`config.mk`:
```
export PLATFORM = sky130hd
export DESIGN_NAME = mac_pipe
export DESIGN_NICKNAME = d
export VERILOG_FILES = /design/src/rtl/mac_pkg.sv /design/src/rtl/mac_stage_reg.sv /design/src/rtl/mac_accum.sv /design/src/rtl/mac_pipe.sv
export SDC_FILE = /design/constraint.sdc
export NUM_CORES = 2
export LEC_CHECK = 0
export BUFFER_PORTS_ARGS = -buffer_cell sky130_fd_sc_hd__buf_2
export CAP_MARGIN = 20
export CORE_AREA = 8 8 211 264
export CTS_CLUSTER_SIZE = 30
export DETAILED_ROUTE_END_ITERATION = 7
export DIE_AREA = 0 0 219 272
export PLACE_DENSITY_LB_ADDON = 0.25
export RECOVER_POWER = 100
export REMOVE_ABC_BUFFERS = 1
export SLEW_MARGIN = 20
export SYNTH_ARGS = -nofsm -noshare
export SYNTH_HDL_FRONTEND = slang
export SYNTH_SLANG_ARGS = --single-unit
```
`constraint.sdc`:
```
create_clock -name clk -period 31.8 [get_ports clk]
set_input_delay 6.36 -clock clk [delete_from_list [all_inputs] [get_ports clk]]
set_output_delay 6.36 -clock clk [all_outputs]
set_load 0.02 [all_outputs]
```
`src/rtl/mac_pkg.sv`:
```
package mac_pkg;
   // number of input register stages for a given latency
   function automatic int unsigned in_depth(input int unsigned lat);
      case (lat)
         1:       return 0;
         4:       return 2;
         default: return 1;
      endcase
   endfunction

   // output register present for a given latency
   function automatic int unsigned out_depth(input int unsigned lat);
      return (lat >= 3) ? 1 : 0;
   endfunction
endpackage

```
`src/rtl/mac_stage_reg.sv`:
```
module mac_stage_reg #(
   parameter int unsigned W = 8
) (
   input  logic         clk,
   input  logic         rst,
   input  logic         ce,
   input  logic [W-1:0] d,
   output logic [W-1:0] q
);
   always_ff @(posedge clk) begin
      if (rst)     q <= '0;
      else if (ce) q <= d;
   end

   // reset clears the stage regardless of enable
   a_r7_stage_clear: assert property (@(posedge clk) rst |=> q == '0);
   // a disabled stage keeps its contents
   a_r6_stage_hold: assert property (@(posedge clk) disable iff (rst)
      !ce |=> $stable(q));
endmodule

```
`src/rtl/mac_accum.sv`:
```
module mac_accum #(
   parameter int unsigned WA = 25,
   parameter int unsigned WB = 18,
   parameter int unsigned WP = 48
) (
   input  logic                 clk,
   input  logic                 rst,
   input  logic                 ce,
   input  logic signed [WA-1:0] opa,
   input  logic signed [WB-1:0] opb,
   input  logic                 add_en,
   input  logic                 cin,
   output logic [WP-1:0]        acc
);
   localparam int unsigned PW = WA + WB;
   localparam int unsigned EW = (WP > PW) ? WP : PW;

   logic signed [PW-1:0] prod;
   logic signed [EW-1:0] prod_ext;
   logic [WP-1:0]        term;
   logic [WP-1:0]        acc_nx;

   assign prod     = PW'(opa) * PW'(opb);
   assign prod_ext = EW'(prod);
   assign term     = prod_ext[WP-1:0];
   assign acc_nx   = (add_en ? (acc + term) : (acc - term)) + WP'(cin);

   always_ff @(posedge clk) begin
      if (rst)     acc <= '0;
      else if (ce) acc <= acc_nx;
   end

   // a zero operand with no carry leaves the sum unchanged in either direction
   a_r3_zero_term: assert property (@(posedge clk) disable iff (rst)
      (ce && opa == '0 && !cin) |=> $stable(acc));
   // a zero product with carry set advances the sum by exactly one
   a_r4_carry_step: assert property (@(posedge clk) disable iff (rst)
      (ce && opa == '0 && cin) |=> acc == $past(acc) + WP'(1));
endmodule

```
`src/rtl/mac_pipe.sv`:
```
module mac_pipe #(
   parameter int unsigned WIDTH_A = 25,
   parameter int unsigned WIDTH_B = 18,
   parameter int unsigned WIDTH_P = 48,
   parameter int unsigned LATENCY = 3
) (
   input  logic               clk,
   input  logic               rst,
   input  logic               ce,
   input  logic [WIDTH_A-1:0] a,
   input  logic [WIDTH_B-1:0] b,
   input  logic               add_sel,
   input  logic               carry_in,
   output logic [WIDTH_P-1:0] p
);
   import mac_pkg::*;

   localparam int unsigned NIN  = in_depth(LATENCY);
   localparam int unsigned NOUT = out_depth(LATENCY);
   localparam int unsigned BW   = WIDTH_A + WIDTH_B + 2;

   // elaboration-time parameter checks
   if (WIDTH_A < 1 || WIDTH_A > 25) begin : g_bad_wa
      $fatal(1, "mac_pipe: WIDTH_A must be 1..25");
   end
   if (WIDTH_B < 1 || WIDTH_B > 18) begin : g_bad_wb
      $fatal(1, "mac_pipe: WIDTH_B must be 1..18");
   end
   if (WIDTH_P < 1 || WIDTH_P > 48) begin : g_bad_wp
      $fatal(1, "mac_pipe: WIDTH_P must be 1..48");
   end
   if (LATENCY < 1 || LATENCY > 4) begin : g_bad_lat
      $fatal(1, "mac_pipe: LATENCY must be 1..4");
   end

   // operands, direction and carry share one bus so they stay aligned
   logic [BW-1:0] chain [0:NIN];
   assign chain[0] = {add_sel, carry_in, a, b};

   for (genvar i = 0; i < NIN; i++) begin : g_in
      mac_stage_reg #(.W(BW)) u_in (
         .clk(clk), .rst(rst), .ce(ce), .d(chain[i]), .q(chain[i+1])
      );
   end

   logic [WIDTH_A-1:0] st_a;
   logic [WIDTH_B-1:0] st_b;
   logic               st_add;
   logic               st_ci;
   logic [WIDTH_P-1:0] acc;

   assign {st_add, st_ci, st_a, st_b} = chain[NIN];

   mac_accum #(.WA(WIDTH_A), .WB(WIDTH_B), .WP(WIDTH_P)) u_acc (
      .clk(clk), .rst(rst), .ce(ce),
      .opa(st_a), .opb(st_b), .add_en(st_add), .cin(st_ci),
      .acc(acc)
   );

   if (NOUT != 0) begin : g_out
      mac_stage_reg #(.W(WIDTH_P)) u_out (
         .clk(clk), .rst(rst), .ce(ce), .d(acc), .q(p)
      );
   end else begin : g_no_out
      assign p = acc;
   end

   // output reads zero after a reset edge
   a_r1_out_zero: assert property (@(posedge clk) rst |=> p == '0);
   // output frozen while disabled
   a_r6_out_hold: assert property (@(posedge clk) disable iff (rst)
      !ce |=> $stable(p));
endmodule

```
==> results.cfg <==
[place]
place_ws_ns = 19.92
dp.cells = 3740
gp_congestion = 0.918
port_buffers = 95
place_area_sq_mm = 0.0272
dpl.hpwl_um = 56400

[sta]
min_period_ns = 12.23
clock.fmax_mhz = 81.8
grt_setup_unrepaired = false
fin_skew_ns = 0.0235
drv_slew = 145
final.setup.tns_ns = 0
finalWorstSetupSlack_ns = 19.57
hold_viol_final = 0
finalCritPeriodShare_pct = 38.5
finalSetupViolCount = 0
max-slew-margin-rel_pct = -159
tightestPinTransition_ns = 3.88

[global_routing]
grt_pass1_vias = 22100
grt_pass1_wl_um = 117000
grt_usage_pct = 24.3
antenna_found_initial = 1
grt_overflow = 0
grt_max_degree = 79

[power_and_ir_drop]
powerDensity_mw_per_mm2 = 70.7
swShare_pct = 54.4
seqPwrFrac_pct = 13.6
switching_power_mw = 1.07
p_leak_nw = 13.3
vdd_drop_max_uv = 71.3
power.internal_mw = 0.894
p_clk_share_pct = 11.3
combPwrFrac_pct = 75.1

[route]
route.detailed.drc = 0
wl_per_cell_um = 18.4
firstDrtPassIters = 5
viasPerCell = 5.54
drtIter0Drc = 1392
ant_nets = 0
via_count = 20900
routed_wirelength_um = 69500

[worst_setup_path]
rr_worst_depth = 36
crit_slowest_cell = a211oi_1
r2r-start = g_in[0].u_in.q[17]$_SDFFE_PP0P_
critical-path-max-stage-delay_ns = 0.82
path_class = flip-flop to flip-flop
cp_common_cell = fa_1
cp.required_ns = 32.17
worstPathMaxFanout = 18
cp-start-kind = flip-flop
crit_start = g_in[0].u_in.q[17]$_SDFFE_PP0P_
critPathCaptureType = flip-flop
arrival_ns = 12.60

[synthesis]
synth.cell_area_sq_mm = 0.0264
ys_async_sr_fraction_pct = 0
synth_area_leaders = fa_1, dfxtp_1, inv_1
yosysTopAreaCell = fa_1
synth_enable_flop_cells = 0
synthMostInstantiatedCell = inv_1
yosys_register_bits = 141
synth_warnings = 0
syn_avg_cell_area_sq_um = 8.45
synth_top_area_share_pct = 33.5
synth_ff_type = dfxtp_1
yosys-top-cells-count = inv_1, fa_1, nand2_1
synthCells = 3126
seq_area_frac_synth_pct = 10.7
yosys.cell_types.count = 99

[die]
die_area_sq_mm = 0.0596
coreArea_sq_mm = 0.0517
rows = 94
die_w_um = 219
dieHeight_um = 272
io-pin-count = 96
initial_core_util_pct = 51.1

[cts]
cts_root_buf = clkbuf_16
clockBufferDepth = 2
cts_tree = yes
clock_latency_ns = 0.50
cts_setup_buffers = 0
clock_sinks = 141
cts_hold_buf = 0
cts-buffers-inserted = 17
htree_levels = 4
cts_resized = 0
clk_pin_slew_ns = 0.08

[layout]
finalNonFillerCells = 3773
nets = 3734
drive_above_1_share_pct = 4.26
final_cell_area_sq_mm = 0.0277
area_delta_synth_final_pct = 4.92
fin_util_pct = 53.6

[run_status]
violations = capacitance limit, slew limit
outcome = finished with violations

[run]
max_cap_violations = 2

[worst_hold_path]
min_delay_path_depth = 2
hp-class = flip-flop to flip-flop
hold_start = g_out.u_out.q[19]$_SDFFE_PP0P_
## path summary, 6_finish.rpt
path                            slack [ns]                             end
worst max register to register       19.57      u_acc.acc[47]$_SDFFE_PP0P_
worst min-delay path                  0.49  g_out.u_out.q[19]$_SDFFE_PP0P_
worst max-delay path                 19.57      u_acc.acc[47]$_SDFFE_PP0P_
worst min register to register        0.49  g_out.u_out.q[19]$_SDFFE_PP0P_
## critical path: cells and delay by family (launching register included)
kind                     cells  cell delay [ns]
XOR/XNOR                     1             0.17
buffers and inverters        3             0.84
multiplexers                 2             0.46
flip-flops                   1             0.73
AO/OA/AOI/OAI               10             2.53
AND/OR/NAND/NOR             12             3.63
adder cells (fa/ha/maj)      8             3.71
## layout make-up
cell class / instances / area [sq um]
Antenna cell: 1 / 2.50
Clock buffer: 17 / 425
Clock inverter: 15 / 194
Fill cell: 4889 / 24000
Inverter: 530 / 1990
Multi-Input combinational cell: 2289 / 20900
Sequential cell: 141 / 2820
Tap cell: 672 / 841
Timing Repair Buffer: 108 / 517
## routing by layer
metal / vias to the layer above / track usage, % / wire length (um)
met5: - / 0 / 0
met4: 0 / 7.37 / 1910
li1: 9856 / - / -
met2: 588 / 40.6 / 33800
met3: 133 / 4.06 / 3660
met1: 10300 / 31.8 / 30100
## registers in the layout, indices dropped and copies added, names as in the netlist
name	count
g_in.u_in.q	45
g_out.u_out.q	48
u_acc.acc	48
## cell usage in the layout (no fill, tap or decap), types with 64 or more instances in the layout
master,n
inv_1,528
mux2i_1,103
a21oi_1,113
o21ai_0,64
xnor2_1,89
and2_1,156
nor2_1,248
dfxtp_1,141
fa_1,442
nand2_1,386
ha_1,157
## logic make-up after synthesis
group,after synthesis,share of synthesized area [%]
AND/OR/NAND/NOR,1006,18.2
buffers and inverters,696,9.96
adder cells (fa/ha/maj),599,40.9
AO/OA/AOI/OAI,428,11.1
XOR/XNOR,147,4.99
flip-flops,141,10.7
multiplexers,109,4.17
## per-stage QoR
stage	hold slack [ns]	power (mW)
after CTS	0.494	1.97
after floorplan	0.452	1.36
after global routing	0.525	2.14
after detailed placement	0.476	1.72
final	0.488	1.96
after global placement	0.469	1.72
## power by group through the flow
| stage | clock (mW) | combinational, mW | sequential, mW |
|---|---|---|---|
| 2_1_floorplan | 0 | 1.11 | 0.257 |
| 3_3_place_gp | 0 | 1.45 | 0.269 |
| 3_5_place_dp | 0 | 1.45 | 0.270 |
| 4_1_cts | 0.229 | 1.47 | 0.266 |
| 5_1_grt | 0.234 | 1.63 | 0.271 |
| 6_report | 0.222 | 1.47 | 0.267 |
(Power assumes the default switching activity.)
